==> src/rtl/snd_dec_pkg.sv <==
package snd_dec_pkg;

  // Register window offsets (low address nibble); fixed by software view.
  localparam logic [3:0] OFS_TEST = 4'h0;
  localparam logic [3:0] OFS_CTRL = 4'h1;
  localparam logic [3:0] OFS_SNDA = 4'h2;
  localparam logic [3:0] OFS_SNDD = 4'h3;
  localparam int         PORT_OFS = 4;

  // Bit positions inside the written bytes.
  localparam int SPD_HI       = 7;
  localparam int SPD_LO       = 6;
  localparam int CTRL_ROM_BIT = 7;
  localparam int CTRL_CLR_LO  = 4;
  localparam int CTRL_CLR_HI  = 5;

  typedef enum logic {
    SRC_LOCAL = 1'b0,
    SRC_RAM   = 1'b1
  } rd_src_e;

endpackage

==> src/rtl/snd_rst_sync.sv <==
module snd_rst_sync (
  input  logic clk,
  input  logic rst_n,
  output logic rst_sync_n
);

  logic [1:0] sync_q;

  always_ff @(posedge clk or negedge rst_n) begin
    if (!rst_n) begin
      sync_q <= 2'b00;
    end else begin
      sync_q <= {sync_q[0], 1'b1};
    end
  end

  assign rst_sync_n = sync_q[1];

endmodule

==> src/rtl/snd_addr_dec.sv <==
module snd_addr_dec #(
  parameter int                ADDR_W   = 16,
  parameter int                ROM_AW   = 6,
  parameter logic [ADDR_W-1:0] REG_BASE = 16'h00F0
) (
  input  logic [ADDR_W-1:0] addr,
  input  logic              rom_on,
  output logic              reg_hit,
  output logic              rom_hit,
  output logic [3:0]        ofs
);

  always_comb begin
    reg_hit = (addr[ADDR_W-1:4] == REG_BASE[ADDR_W-1:4]);
    rom_hit = rom_on && (&addr[ADDR_W-1:ROM_AW]);
    ofs     = addr[3:0];
  end

endmodule

==> src/rtl/snd_ctrl_regs.sv <==
module snd_ctrl_regs
  import snd_dec_pkg::*;
#(
  parameter int DATA_W = 8,
  parameter int NPORT  = 4,
  parameter int NTMR   = 3,
  parameter int NSCR   = 2
) (
  input  logic                         clk,
  input  logic                         rst_n,
  input  logic                         wr_stb,
  input  logic [3:0]                   ofs,
  input  logic [DATA_W-1:0]            wdata,
  input  logic                         flag_p,
  input  logic [NPORT-1:0]             host_wr,
  input  logic [DATA_W-1:0]            host_wdata,
  output logic [1:0]                   clk_speed,
  output logic                         rom_on,
  output logic [NTMR-1:0]              tmr_enable,
  output logic [NTMR-1:0][DATA_W-1:0]  tmr_target,
  output logic [DATA_W-1:0]            snd_index,
  output logic [NSCR-1:0][DATA_W-1:0]  scratch,
  output logic [NPORT-1:0][DATA_W-1:0] port_in,
  output logic [NPORT-1:0][DATA_W-1:0] port_out,
  output logic                         snd_we
);

  localparam int SCR_OFS = PORT_OFS + NPORT;
  localparam int TGT_OFS = SCR_OFS + NSCR;
  localparam int HALF    = NPORT / 2;

  logic [1:0]                   speed_q, speed_d;
  logic                         rom_q, rom_d;
  logic [NTMR-1:0]              ten_q, ten_d;
  logic [NTMR-1:0][DATA_W-1:0]  tgt_q, tgt_d;
  logic [DATA_W-1:0]            sidx_q, sidx_d;
  logic [NSCR-1:0][DATA_W-1:0]  scr_q, scr_d;
  logic [NPORT-1:0][DATA_W-1:0] pin_q, pin_d;
  logic [NPORT-1:0][DATA_W-1:0] pout_q, pout_d;
  logic                         wr_test, wr_ctrl, wr_sidx;
  logic                         pin_ce;

  // next-state logic
  always_comb begin
    speed_d = speed_q;
    rom_d   = rom_q;
    ten_d   = ten_q;
    tgt_d   = tgt_q;
    sidx_d  = sidx_q;
    scr_d   = scr_q;
    pin_d   = pin_q;
    pout_d  = pout_q;

    wr_test = wr_stb && (ofs == OFS_TEST);
    wr_ctrl = wr_stb && (ofs == OFS_CTRL);
    wr_sidx = wr_stb && (ofs == OFS_SNDA);

    if (wr_test && !flag_p) begin
      speed_d = wdata[SPD_HI:SPD_LO];
    end
    if (wr_ctrl) begin
      rom_d = wdata[CTRL_ROM_BIT];
      ten_d = wdata[NTMR-1:0];
    end
    if (wr_sidx) begin
      sidx_d = wdata;
    end

    for (int k = 0; k < NPORT; k++) begin
      if (host_wr[k]) begin
        pin_d[k] = host_wdata;
      end
      // control clear has priority over a simultaneous host load
      if (wr_ctrl && ((k < HALF) ? wdata[CTRL_CLR_LO] : wdata[CTRL_CLR_HI])) begin
        pin_d[k] = '0;
      end
      if (wr_stb && (ofs == 4'(PORT_OFS + k))) begin
        pout_d[k] = wdata;
      end
    end

    for (int k = 0; k < NSCR; k++) begin
      if (wr_stb && (ofs == 4'(SCR_OFS + k))) begin
        scr_d[k] = wdata;
      end
    end

    for (int k = 0; k < NTMR; k++) begin
      if (wr_stb && (ofs == 4'(TGT_OFS + k))) begin
        tgt_d[k] = wdata;
      end
    end
  end

  assign pin_ce = wr_ctrl || (|host_wr);

  // bus-written state
  always_ff @(posedge clk or negedge rst_n) begin
    if (!rst_n) begin
      speed_q <= '0;
      rom_q   <= 1'b1;
      ten_q   <= '0;
      tgt_q   <= '0;
      sidx_q  <= '0;
      scr_q   <= '0;
      pout_q  <= '0;
    end else if (wr_stb) begin
      speed_q <= speed_d;
      rom_q   <= rom_d;
      ten_q   <= ten_d;
      tgt_q   <= tgt_d;
      sidx_q  <= sidx_d;
      scr_q   <= scr_d;
      pout_q  <= pout_d;
    end
  end

  // host input latches
  always_ff @(posedge clk or negedge rst_n) begin
    if (!rst_n) begin
      pin_q <= '0;
    end else if (pin_ce) begin
      pin_q <= pin_d;
    end
  end

  assign clk_speed  = speed_q;
  assign rom_on     = rom_q;
  assign tmr_enable = ten_q;
  assign tmr_target = tgt_q;
  assign snd_index  = sidx_q;
  assign scratch    = scr_q;
  assign port_in    = pin_q;
  assign port_out   = pout_q;
  // upper half of the index space is a read-only mirror
  assign snd_we     = wr_stb && (ofs == OFS_SNDD) && !sidx_q[DATA_W-1];

endmodule

==> src/rtl/snd_read_path.sv <==
module snd_read_path
  import snd_dec_pkg::*;
#(
  parameter int DATA_W = 8,
  parameter int NPORT  = 4,
  parameter int NTMR   = 3,
  parameter int NSCR   = 2,
  parameter int TOUT_W = 4
) (
  input  logic                         clk,
  input  logic                         rst_n,
  input  logic                         rd_req,
  input  logic                         reg_hit,
  input  logic                         rom_hit,
  input  logic [3:0]                   ofs,
  input  logic [DATA_W-1:0]            snd_index,
  input  logic [DATA_W-1:0]            snd_rdata,
  input  logic [NPORT-1:0][DATA_W-1:0] port_in,
  input  logic [NSCR-1:0][DATA_W-1:0]  scratch,
  input  logic [NTMR-1:0][TOUT_W-1:0]  tmr_out,
  input  logic [DATA_W-1:0]            rom_rdata,
  input  logic [DATA_W-1:0]            ram_rdata,
  output logic [DATA_W-1:0]            bus_rdata,
  output logic [NTMR-1:0]              tmr_clr
);

  localparam int SCR_OFS  = PORT_OFS + NPORT;
  localparam int TOUT_OFS = SCR_OFS + NSCR + NTMR;

  rd_src_e           src_q, src_d;
  logic [DATA_W-1:0] hold_q, loc_val;

  always_comb begin
    loc_val = '0;
    if (reg_hit) begin
      if (ofs == OFS_SNDA) loc_val = snd_index;
      if (ofs == OFS_SNDD) loc_val = snd_rdata;
      for (int k = 0; k < NPORT; k++) begin
        if (ofs == 4'(PORT_OFS + k)) loc_val = port_in[k];
      end
      for (int k = 0; k < NSCR; k++) begin
        if (ofs == 4'(SCR_OFS + k)) loc_val = scratch[k];
      end
      for (int k = 0; k < NTMR; k++) begin
        if (ofs == 4'(TOUT_OFS + k)) loc_val = DATA_W'(tmr_out[k]);
      end
    end else if (rom_hit) begin
      loc_val = rom_rdata;
    end
    src_d = (reg_hit || rom_hit) ? SRC_LOCAL : SRC_RAM;
  end

  always_comb begin
    for (int k = 0; k < NTMR; k++) begin
      tmr_clr[k] = rd_req && reg_hit && (ofs == 4'(TOUT_OFS + k));
    end
  end

  always_ff @(posedge clk or negedge rst_n) begin
    if (!rst_n) begin
      src_q  <= SRC_LOCAL;
      hold_q <= '0;
    end else if (rd_req) begin
      src_q  <= src_d;
      hold_q <= loc_val;
    end
  end

  assign bus_rdata = (src_q == SRC_RAM) ? ram_rdata : hold_q;

endmodule

==> src/rtl/snd_bus_decoder.sv <==
module snd_bus_decoder #(
  parameter int                ADDR_W   = 16,
  parameter int                DATA_W   = 8,
  parameter int                ROM_AW   = 6,
  parameter int                SND_AW   = 7,
  parameter int                NPORT    = 4,
  parameter int                NTMR     = 3,
  parameter int                NSCR     = 2,
  parameter int                TOUT_W   = 4,
  parameter logic [ADDR_W-1:0] REG_BASE = 16'h00F0
) (
  input  logic                     clk,
  input  logic                     rst_n,
  input  logic                     bus_valid,
  input  logic                     bus_we,
  input  logic [ADDR_W-1:0]        bus_addr,
  input  logic [DATA_W-1:0]        bus_wdata,
  output logic [DATA_W-1:0]        bus_rdata,
  input  logic                     flag_p,
  output logic                     ram_en,
  output logic                     ram_we,
  output logic [ADDR_W-1:0]        ram_addr,
  output logic [DATA_W-1:0]        ram_wdata,
  input  logic [DATA_W-1:0]        ram_rdata,
  output logic [ROM_AW-1:0]        rom_addr,
  input  logic [DATA_W-1:0]        rom_rdata,
  output logic [SND_AW-1:0]        snd_addr,
  output logic                     snd_we,
  output logic [DATA_W-1:0]        snd_wdata,
  input  logic [DATA_W-1:0]        snd_rdata,
  input  logic [NPORT-1:0]         host_wr,
  input  logic [DATA_W-1:0]        host_wdata,
  output logic [NPORT*DATA_W-1:0]  port_out,
  output logic [1:0]               clk_speed,
  output logic [NTMR-1:0]          tmr_enable,
  output logic [NTMR*DATA_W-1:0]   tmr_target,
  input  logic [NTMR*TOUT_W-1:0]   tmr_out,
  output logic [NTMR-1:0]          tmr_clr
);

  logic                         rst_sync_n;
  logic                         reg_hit, rom_hit, rom_on;
  logic [3:0]                   ofs;
  logic                         wr_stb, rd_req;
  logic [DATA_W-1:0]            snd_index;
  logic [NSCR-1:0][DATA_W-1:0]  scratch;
  logic [NPORT-1:0][DATA_W-1:0] port_in_arr, port_out_arr;
  logic [NTMR-1:0][DATA_W-1:0]  tgt_arr;
  logic [NTMR-1:0][TOUT_W-1:0]  tout_arr;
  logic [NPORT*DATA_W-1:0]      port_in_flat;

  snd_rst_sync u_rst (
    .clk        (clk),
    .rst_n      (rst_n),
    .rst_sync_n (rst_sync_n)
  );

  snd_addr_dec #(
    .ADDR_W   (ADDR_W),
    .ROM_AW   (ROM_AW),
    .REG_BASE (REG_BASE)
  ) u_dec (
    .addr    (bus_addr),
    .rom_on  (rom_on),
    .reg_hit (reg_hit),
    .rom_hit (rom_hit),
    .ofs     (ofs)
  );

  assign wr_stb = bus_valid && bus_we && reg_hit;
  assign rd_req = bus_valid && !bus_we;

  snd_ctrl_regs #(
    .DATA_W (DATA_W),
    .NPORT  (NPORT),
    .NTMR   (NTMR),
    .NSCR   (NSCR)
  ) u_regs (
    .clk        (clk),
    .rst_n      (rst_sync_n),
    .wr_stb     (wr_stb),
    .ofs        (ofs),
    .wdata      (bus_wdata),
    .flag_p     (flag_p),
    .host_wr    (host_wr),
    .host_wdata (host_wdata),
    .clk_speed  (clk_speed),
    .rom_on     (rom_on),
    .tmr_enable (tmr_enable),
    .tmr_target (tgt_arr),
    .snd_index  (snd_index),
    .scratch    (scratch),
    .port_in    (port_in_arr),
    .port_out   (port_out_arr),
    .snd_we     (snd_we)
  );

  assign tout_arr = tmr_out;

  snd_read_path #(
    .DATA_W (DATA_W),
    .NPORT  (NPORT),
    .NTMR   (NTMR),
    .NSCR   (NSCR),
    .TOUT_W (TOUT_W)
  ) u_rd (
    .clk       (clk),
    .rst_n     (rst_sync_n),
    .rd_req    (rd_req),
    .reg_hit   (reg_hit),
    .rom_hit   (rom_hit),
    .ofs       (ofs),
    .snd_index (snd_index),
    .snd_rdata (snd_rdata),
    .port_in   (port_in_arr),
    .scratch   (scratch),
    .tmr_out   (tout_arr),
    .rom_rdata (rom_rdata),
    .ram_rdata (ram_rdata),
    .bus_rdata (bus_rdata),
    .tmr_clr   (tmr_clr)
  );

  // every write reaches RAM; reads go there only when nothing local claims them
  assign ram_en       = bus_valid && (bus_we || !(reg_hit || rom_hit));
  assign ram_we       = bus_valid && bus_we;
  assign ram_addr     = bus_addr;
  assign ram_wdata    = bus_wdata;
  assign rom_addr     = bus_addr[ROM_AW-1:0];
  assign snd_addr     = snd_index[SND_AW-1:0];
  assign snd_wdata    = bus_wdata;
  assign port_out     = port_out_arr;
  assign tmr_target   = tgt_arr;
  assign port_in_flat = port_in_arr;

endmodule

==> config.mk <==
export PLATFORM = sky130hd
export DESIGN_NAME = snd_bus_decoder
export DESIGN_NICKNAME = d
export VERILOG_FILES = /design/src/rtl/snd_dec_pkg.sv /design/src/rtl/snd_rst_sync.sv /design/src/rtl/snd_addr_dec.sv /design/src/rtl/snd_ctrl_regs.sv /design/src/rtl/snd_read_path.sv /design/src/rtl/snd_bus_decoder.sv
export SDC_FILE = /design/constraint.sdc
export NUM_CORES = 1
export LEC_CHECK = 0
export ABC_CLOCK_PERIOD_IN_PS = 3700
export BUFFER_PORTS_ARGS = -buffer_cell sky130_fd_sc_hd__buf_2
export CAP_MARGIN = 10
export CORE_MARGIN = 1.5
export CORE_UTILIZATION = 24
export CTS_CLUSTER_SIZE = 25
export DETAILED_ROUTE_END_ITERATION = 10
export HOLD_SLACK_MARGIN = 0.06
export PLACE_DENSITY = 0.54
export RECOVER_POWER = 50
export SYNTH_ARGS = -nofsm -noshare
export SYNTH_HDL_FRONTEND = slang
export SYNTH_SLANG_ARGS = --single-unit
==> constraint.sdc <==
create_clock -name clk -period 3.7 [get_ports clk]
set_input_delay 0.74 -clock clk [delete_from_list [all_inputs] [get_ports clk]]
set_output_delay 0.74 -clock clk [all_outputs]
set_load 0.03 [all_outputs]
Yosys cells after proc, flatten, opt, wreduce, memory -nomap -nowiden
Index checks and enable logic that the tools add are counted.

storage, ports and cells
  register bits after elaboration = 129
  bits of input ports = 77

operators by class
  eq/ne operators = 16
  mux-type cells = 23
  reduce and logical (&&, ||, !) cells = 56

operator list
  cell                 number
  $mux 8               22
  $eq 4x4->1 const B   8
  $reduce_and 2->1     16
  $logic_and 1x1->1    26
  $eq 4x3->1 const B   4
  $eq 12x4->1 const B  1
  $reduce_and 10->1    1
  $eq 4x2->1 const B   2
  $reduce_bool 2->1    4
  $eq 4x1->1 const B   1
  $logic_not 1->1      4
  $logic_not 4->1      1
  $reduce_or 4->1      1
  $logic_or 1x1->1     3
  $mux 1               1

Longest topological paths before layout
Gate-level depths: netlist of run 1.

  depth after elaboration = 13
  depth in mapped cells = 7
  mapped depth without buffers = 5

Cells and area by module
Synthesis of run 1 repeated with hierarchy kept, for this count alone.

unflattened totals
  cells, all modules = 569
  area total of the unflattened synthesis = 6510.0 um^2

by module, submodules not included
  module           times used  cells each  area each (um^2)  sequential area each (um^2)
  snd_ctrl_regs    1           315         4596.9            2954.1
  snd_read_path    1           196         1450.1            225.2
  snd_bus_decoder  1           43          320.3             0.0
  snd_addr_dec     1           12          88.8              0.0
  snd_rst_sync     1           3           53.8              50.0

Least setup slack after synthesis of run 1
Ideal clock, no wire load.

  path kind = input port to output port
  from = input bus_addr[10]
  to = output tmr_clr[1]
  arrival time = 2.274 ns
  setup slack = 0.686 ns
  stages = 5
  buffers on the path = 1
  path through = nor4_1 > nand3_1 > buf_2 > or2_2 > nor3_1

on the way
  longest elaborated chain between the ends = 3

RTL lines
  what                             RTL line               source
  start: declaration               snd_bus_decoder.sv:16  input logic [ADDR_W-1:0] bus_addr,
  $eq 12x4->1                      snd_addr_dec.sv:14     reg_hit = (addr[ADDR_W-1:4] == REG_BASE[ADDR_W-1:4]);
  $logic_and 1x1->1 (2 in series)  snd_read_path.sv:55    tmr_clr[k] = rd_req && reg_hit && (ofs == 4'(TOUT_OFS + k));
  end: declaration                 snd_bus_decoder.sv:38  output logic [NTMR-1:0] tmr_clr

Every way passes these cells.

Worst setup path after layout of run 1
  from = input bus_addr[9]
  to = output tmr_clr[1]

The elaborated chain is that of the path after synthesis.

==> impl_metrics.tcl, run 1 <==
set metrics [dict create \
    cp_max_fo 4 \
    setup-violations-final 0 \
    fmax_mhz 325 \
    post_layout_nonfiller_instances 1036 \
    syn-mean-instance-area_um2 11.6 \
    syn2layout_area_growth_pct 25.1 \
    synth.yosys.seq_area_share_pct 51.4 \
    required_ps 2960 \
    cts.root.buffer_cell "sky130_fd_sc_hd__clkbuf_16" \
    period_share_pct 83.2 \
    cp.arrival_ps 2340 \
    clock_skew_ps 8.30 \
    synthesis.nets 619 \
    cts_setup_buffers 0 \
    vdd_drop_max_v 0.000291 \
    initial_utilization_pct 24.3 \
    critPathKind "in2out" \
    async_flop_share_pct 100 \
    postCtsHoldBufs 0 \
    vias 4697 \
    totalNegativeSetupSlack_ps 0 \
    clock_tree_from_tritoncts "done" \
    top_level_ports 197 \
    place.detailed.instances 1004 \
    post_synth_edffs 0 \
    grt.overflow.total 0 \
    post-route-util_pct 30.4 \
    drtPass1Iterations 4 \
    violations "max-capacitance violations, max-slew violations" \
    ant_nets 0 \
    tightestPinTransition_ps 2680 \
    total_leakage_power_nw 3.86 \
    numPortBuffers 196 \
    rows 59 \
    cts.sinks 129 \
    antenna_found_initial 1 \
    numCtsBuffers 17 \
    maxSlewHeadroom_pct -78.3 \
    outcome "finished with violations" \
    grt_setup_unrepaired "false" \
    clk_latency_ps 430 \
    die_span_x_um 165 \
    grt_max_degree 64 \
    globalRouteTotalUtil_pct 15.2 \
    netlist_instances 542 \
    drt_iter0_drc 213 \
    drt-total-wl_mm 19.8 \
    mappedNetlistArea_um2 6280 \
    timing.final.hold_violations 0 \
    vias_in_the_first_global_route 4737 \
    cts-root-to-sink-buffers 2 \
    power_density_nw_per_um2 466 \
    endpoint_kind "output pin" \
    final_layout_size_suffix_gt1_share_pct 40.4 \
    die-height_um 165 \
    design.core.area_um2 25800 \
    route.detailed.wl_per_inst_um 19.1 \
    layout_min_cycle_time_ps 3080 \
    r2r.worst_path.cells 2 \
    post-layout-total-power_mw 3.66 \
    hold_path.class "in2async" \
    post_cts_resize_count 0 \
    grt_first_pass_wirelength_mm 29.8 \
    postSynth.topFlopCell "sky130_fd_sc_hd__dfrtp_1" \
    drt_drc_violations_left 0 \
    area_of_the_die_um2 27200 \
    htreeDepth 4 \
    insertedDiodeCount 0 \
    synth.lib_cells_used.distinct 44 \
    post-dp-hpwl_mm 14.5 \
    gp_congestion 0.812 \
    clk_pin_slew_worst_paths_ps 60 \
    postSynthRegisterBits 129 \
    design.final.nets 765 \
    cp-start-kind "primary input" \
    slew_viol_final 63 \
    yosys_warnings 0 \
    drv_cap 1 \
    post_drt_via_cell_ratio 4.53 \
]
[flip-flops by register name, indices dropped and copies added (netlist names)]
register / count
u_rd.hold_q: 8
u_rd.src_q: 1
u_regs.clk_speed: 2
u_regs.port_in: 32
u_regs.port_out: 32
u_regs.rom_on: 1
u_regs.scratch: 16
u_regs.snd_index: 8
u_regs.tmr_enable: 3
u_regs.tmr_target: 24
u_rst.sync_q: 2
[kinds of logic (layout without fill, tap and decap cells)]
group,after synthesis,count (layout),synth area share (%)
muxes,136,136,23.8
DFF,129,129,51.4
and+or+nand+nor,114,114,8.90
buffers and inverters,84,243,7.77
AOI/OAI and AO/OA,78,78,8.07
other,1,1,0.0597
[worst paths after layout]
check,from,endpoint,slack [ps]
min in group clk,u_rst.sync_q[0],u_rst.sync_q[1],350
worst min-delay path,rst_n,u_rst.sync_q[0],90
worst max register to register,u_rst.sync_q[1],u_rd.hold_q[5],900
worst min register to register,u_rst.sync_q[0],u_rst.sync_q[1],350
worst max-delay path,bus_addr[9],tmr_clr[1],620
max in group asynchronous,u_rst.sync_q[1],u_rd.hold_q[5],900
[metal layers]
metal  track usage [%]  up-vias  part of all wire (%)
met4              3.81        2                  0.72
met5                 0        -                 0.056
li1                  -     2183                     -
met3              5.63       13                   9.1
met1              20.1     2317                    44
met2              23.4      182                    46
[critical path, cell delays in order]
cell,delay [ps]
sky130_fd_sc_hd__buf_2,120
sky130_fd_sc_hd__nor4b_2,280
sky130_fd_sc_hd__nand3_1,180
sky130_fd_sc_hd__or2_2,380
sky130_fd_sc_hd__nor3_1,370
sky130_fd_sc_hd__buf_2,270
[power by group]
group	total, mW	internal (mW)	leakage [nW]	switching [mW]
logic	0.349	0.119	1.83	0.230
clock network	1.82	1.18	0.313	0.641
registers	1.49	1.45	1.72	0.0377
[layout make-up]
cell class	instances	area, um2
Inverter	8	30.0
Clock buffer	20	467
Sequential cell	129	3230
Tap cell	335	419
Fill cell	2728	18000
Clock inverter	12	180
Timing Repair Buffer	203	971
Multi-Input combinational cell	329	2560
[through the flow]
| stage | setup slack, ps | hold slack, ps | area [um2] |
|---|---|---|---|
| finish | 621 | 90.4 | 7860 |
| global route | 352 | 78.3 | 7860 |
| CTS | 527 | 70.8 | 7940 |
| detailed placement | 529 | 341 | 7290 |
| global placement | 473 | 337 | 7290 |
| floorplan | 686 | 331 | 6280 |
[Yosys cell counts (all sizes together) (4+ instances only)]
cell,number,share of area [%]
a31oi,5,0.50
o221ai,10,1.4
mux2i,39,6.2
clkbuf,21,1.3
buf,55,6.0
a221oi,4,0.56
nor2,48,2.9
o21ai,23,1.8
nand3,5,0.40
mux2,96,17
dfrtp,128,51
nor3,6,0.66
inv,8,0.48
a22oi,6,0.72
a21oi,16,1.3
nand2b,8,0.80
nand2,25,1.5
nor2b,4,0.40
o2bb2ai,4,0.56
[cell usage in the layout (no fill, tap or decap), types with 5 or more instances in the layout]
cell                        count
sky130_fd_sc_hd__a21oi_1       16
sky130_fd_sc_hd__clkbuf_16     17
sky130_fd_sc_hd__nand2b_1       8
sky130_fd_sc_hd__dfrtp_1      128
sky130_fd_sc_hd__o221ai_1      10
sky130_fd_sc_hd__mux2_2        96
sky130_fd_sc_hd__nand2_1       25
sky130_fd_sc_hd__nor2_1        47
sky130_fd_sc_hd__o21ai_0       23
sky130_fd_sc_hd__inv_1          8
sky130_fd_sc_hd__a22oi_1        6
sky130_fd_sc_hd__nor3_1         5
sky130_fd_sc_hd__buf_4          5
sky130_fd_sc_hd__nand3_1        5
sky130_fd_sc_hd__mux2i_1       39
sky130_fd_sc_hd__clkbuf_1      58
sky130_fd_sc_hd__buf_2        138
sky130_fd_sc_hd__a31oi_1        5
No activity file was read; power rests on OpenSTA's default activity.
==> run 2: changes to the inputs <==
--- a/config.mk
+++ b/config.mk
@@ -5,7 +5,7 @@
 export SDC_FILE = /design/constraint.sdc
 export NUM_CORES = 1
 export LEC_CHECK = 0
-export ABC_CLOCK_PERIOD_IN_PS = 3700
+export ABC_CLOCK_PERIOD_IN_PS = 3000
 export BUFFER_PORTS_ARGS = -buffer_cell sky130_fd_sc_hd__buf_2
 export CAP_MARGIN = 10
 export CORE_MARGIN = 1.5
@@ -13,7 +13,7 @@
 export CTS_CLUSTER_SIZE = 25
 export DETAILED_ROUTE_END_ITERATION = 10
 export HOLD_SLACK_MARGIN = 0.06
-export PLACE_DENSITY = 0.54
+export PLACE_DENSITY = 0.53
 export RECOVER_POWER = 50
 export SYNTH_ARGS = -nofsm -noshare
 export SYNTH_HDL_FRONTEND = slang
==> constraint.sdc (replaced) <==
create_clock -name clk -period 3 [get_ports clk]
set_input_delay 0.6 -clock clk [delete_from_list [all_inputs] [get_ports clk]]
set_output_delay 0.6 -clock clk [all_outputs]
set_load 0.03 [all_outputs]
==> impl_metrics.tcl, run 2 (same netlist as run 1, synthesis figures left out) <==
set metrics [dict create \
    ff2ff_setup_slack_ps 680 \
    timing.final.hold_violations 0 \
    r2r-end "u_regs.port_in[30]" \
    required_ps 2400 \
    top_level_ports 197 \
    critPathKind "in2out" \
    layout_min_cycle_time_ps 2760 \
    final_layout_size_suffix_gt1_share_pct 41.6 \
    total_leakage_power_nw 3.95 \
    final_area_um2 7990 \
    syn2layout_area_growth_pct 27.2 \
    totalNegativeSetupSlack_ps 0 \
    grt_setup_unrepaired "false" \
    grt_first_pass_wirelength_mm 29.0 \
    outcome "finished, final reports clean" \
    clk_latency_ps 420 \
    clock_tree_from_tritoncts "done" \
    power_density_nw_per_um2 576 \
    hold_start "u_rst.sync_q[0]" \
    drt-total-wl_mm 20.2 \
    mostFrequentLayoutCells "sky130_fd_sc_hd__buf_2, sky130_fd_sc_hd__dfrtp_1, sky130_fd_sc_hd__mux2_2" \
    cp.arrival_ps 2160 \
    vias_in_the_first_global_route 4610 \
    numCtsBuffers 17 \
    initial_utilization_pct 24.3 \
    r2r-start "u_rst.sync_q[1]" \
    post-dp-hpwl_mm 14.8 \
    place_area_um2 7410 \
    endpoint_kind "output pin" \
    met2_track_utilization_from_global_routing_pct 24.3 \
    rows 59 \
    route.detailed.wl_per_inst_um 19.1 \
    gp_congestion 0.855 \
    fmax_mhz 363 \
    filler_cell_count 2730 \
    area.sequential_um2 3230 \
    crit_path_frequent_cell "sky130_fd_sc_hd__buf_2" \
    crit_path_cell_trace "buf_2, nor4_1, nand3_1, or2_2, nor3_1, buf_2" \
    post_cts_resize_count 0 \
    cp_max_fo 4 \
    post_drt_via_cell_ratio 4.54 \
    grt.overflow.total 0 \
    die_span_x_um 165 \
    die-height_um 165 \
    drtPass1Iterations 5 \
    grt_peak_use_layer "met2" \
    global_route.usage.met3_pct 4.14 \
    slowest_delay_ps 360 \
    maxSlewHeadroom_pct 7.92 \
    setup-violations-final 0 \
    period_share_pct 91.9 \
    drt_drc_violations_left 0 \
    cts-root-to-sink-buffers 2 \
    tightestPinTransition_ps 1380 \
    slew_viol_final 0 \
    path_buf_inv 2 \
    vias 4787 \
    clk_pin_slew_worst_paths_ps 60 \
    r2r.worst_path.cells 1 \
    critical_path.startpoint "bus_addr[10]" \
    area_of_the_die_um2 27200 \
    htreeDepth 4 \
    multi_input_comb_area_um2 2560 \
    ant_nets 0 \
    drv_cap 0 \
    drt_iter0_drc 266 \
    clock_skew_ps 12.6 \
    cp-start-kind "primary input" \
    antenna_found_initial 1 \
    holdPathEnd "u_rst.sync_q[1]" \
    design.core.area_um2 25800 \
    grt_max_degree 41 \
    critical-path-slowest-cell "sky130_fd_sc_hd__or2_2" \
    numPortBuffers 196 \
    whs_path_depth 0 \
    cts.sinks 129 \
    critical-path-top-delay-family "simple AND/OR/NAND/NOR gates" \
    hold_path.class "reg2reg" \
    globalRouteTotalUtil_pct 15.0 \
    globalRouteMet1Util_pct 18.8 \
    layout.cells.most_common "sky130_fd_sc_hd__buf_2" \
    design.final.nets 782 \
    cts.root.buffer_cell "sky130_fd_sc_hd__clkbuf_16" \
    vdd_drop_max_v 0.000279 \
]
-- run 2: report_power, final --
part           leakage, nW  total (mW)  switching (mW)  internal, mW
Combinational         1.92       0.451           0.296         0.155
Clock                0.310        2.32           0.836          1.49
Sequential            1.72        1.83          0.0422          1.79
Total                 3.95        4.60            1.17          3.43
-- run 2: layer usage --
metal	vias to the layer above	wire, um
li1	2208	-
met1	2384	8650
met2	168	9790
met3	27	1270
met4	0	468
met5	-	0
-- run 2: metrics by stage --
step                power, mW  std cells  utilization [%]  worst slack [ps]  hold WS, ps
floorplan                2.15        542                -               266          304
global placement         2.32       1020             28.7              98.8          314
CTS                      4.68       1053             31.3               133          315
global route             4.78       1054             30.9              78.6          363
detailed placement       2.32       1020             28.7               145          307
finish                   4.60       1054             30.9               243          354
-- run 2: final cells by class --
class                   instances  area share, %
well taps                     335           5.25
flip-flops and latches        129           40.4
multi-input cells             329           32.1
repair buffers                220           13.6
clock inverters                15           2.93
clock buffers                  17           5.33
inverters                       8          0.376
diodes                          1         0.0313
-- run 2: repair_timing --
action,in CTS,in global routing
hold endpoints to repair,2,0
hold buffers,1,0
setup buffers,0,0
-- run 2: worst max path at each step --
| stage | endpoint | slack [ps] | cells after the start |
|---|---|---|---|
| floorplan | tmr_clr[1] | 270 | 5 |
| CTS | tmr_clr[1] | 130 | 6 |
| detailed placement | tmr_clr[1] | 150 | 6 |
| global route | tmr_clr[1] | 80 | 6 |
| global placement | tmr_clr[1] | 100 | 6 |
| finish | tmr_clr[1] | 240 | 6 |
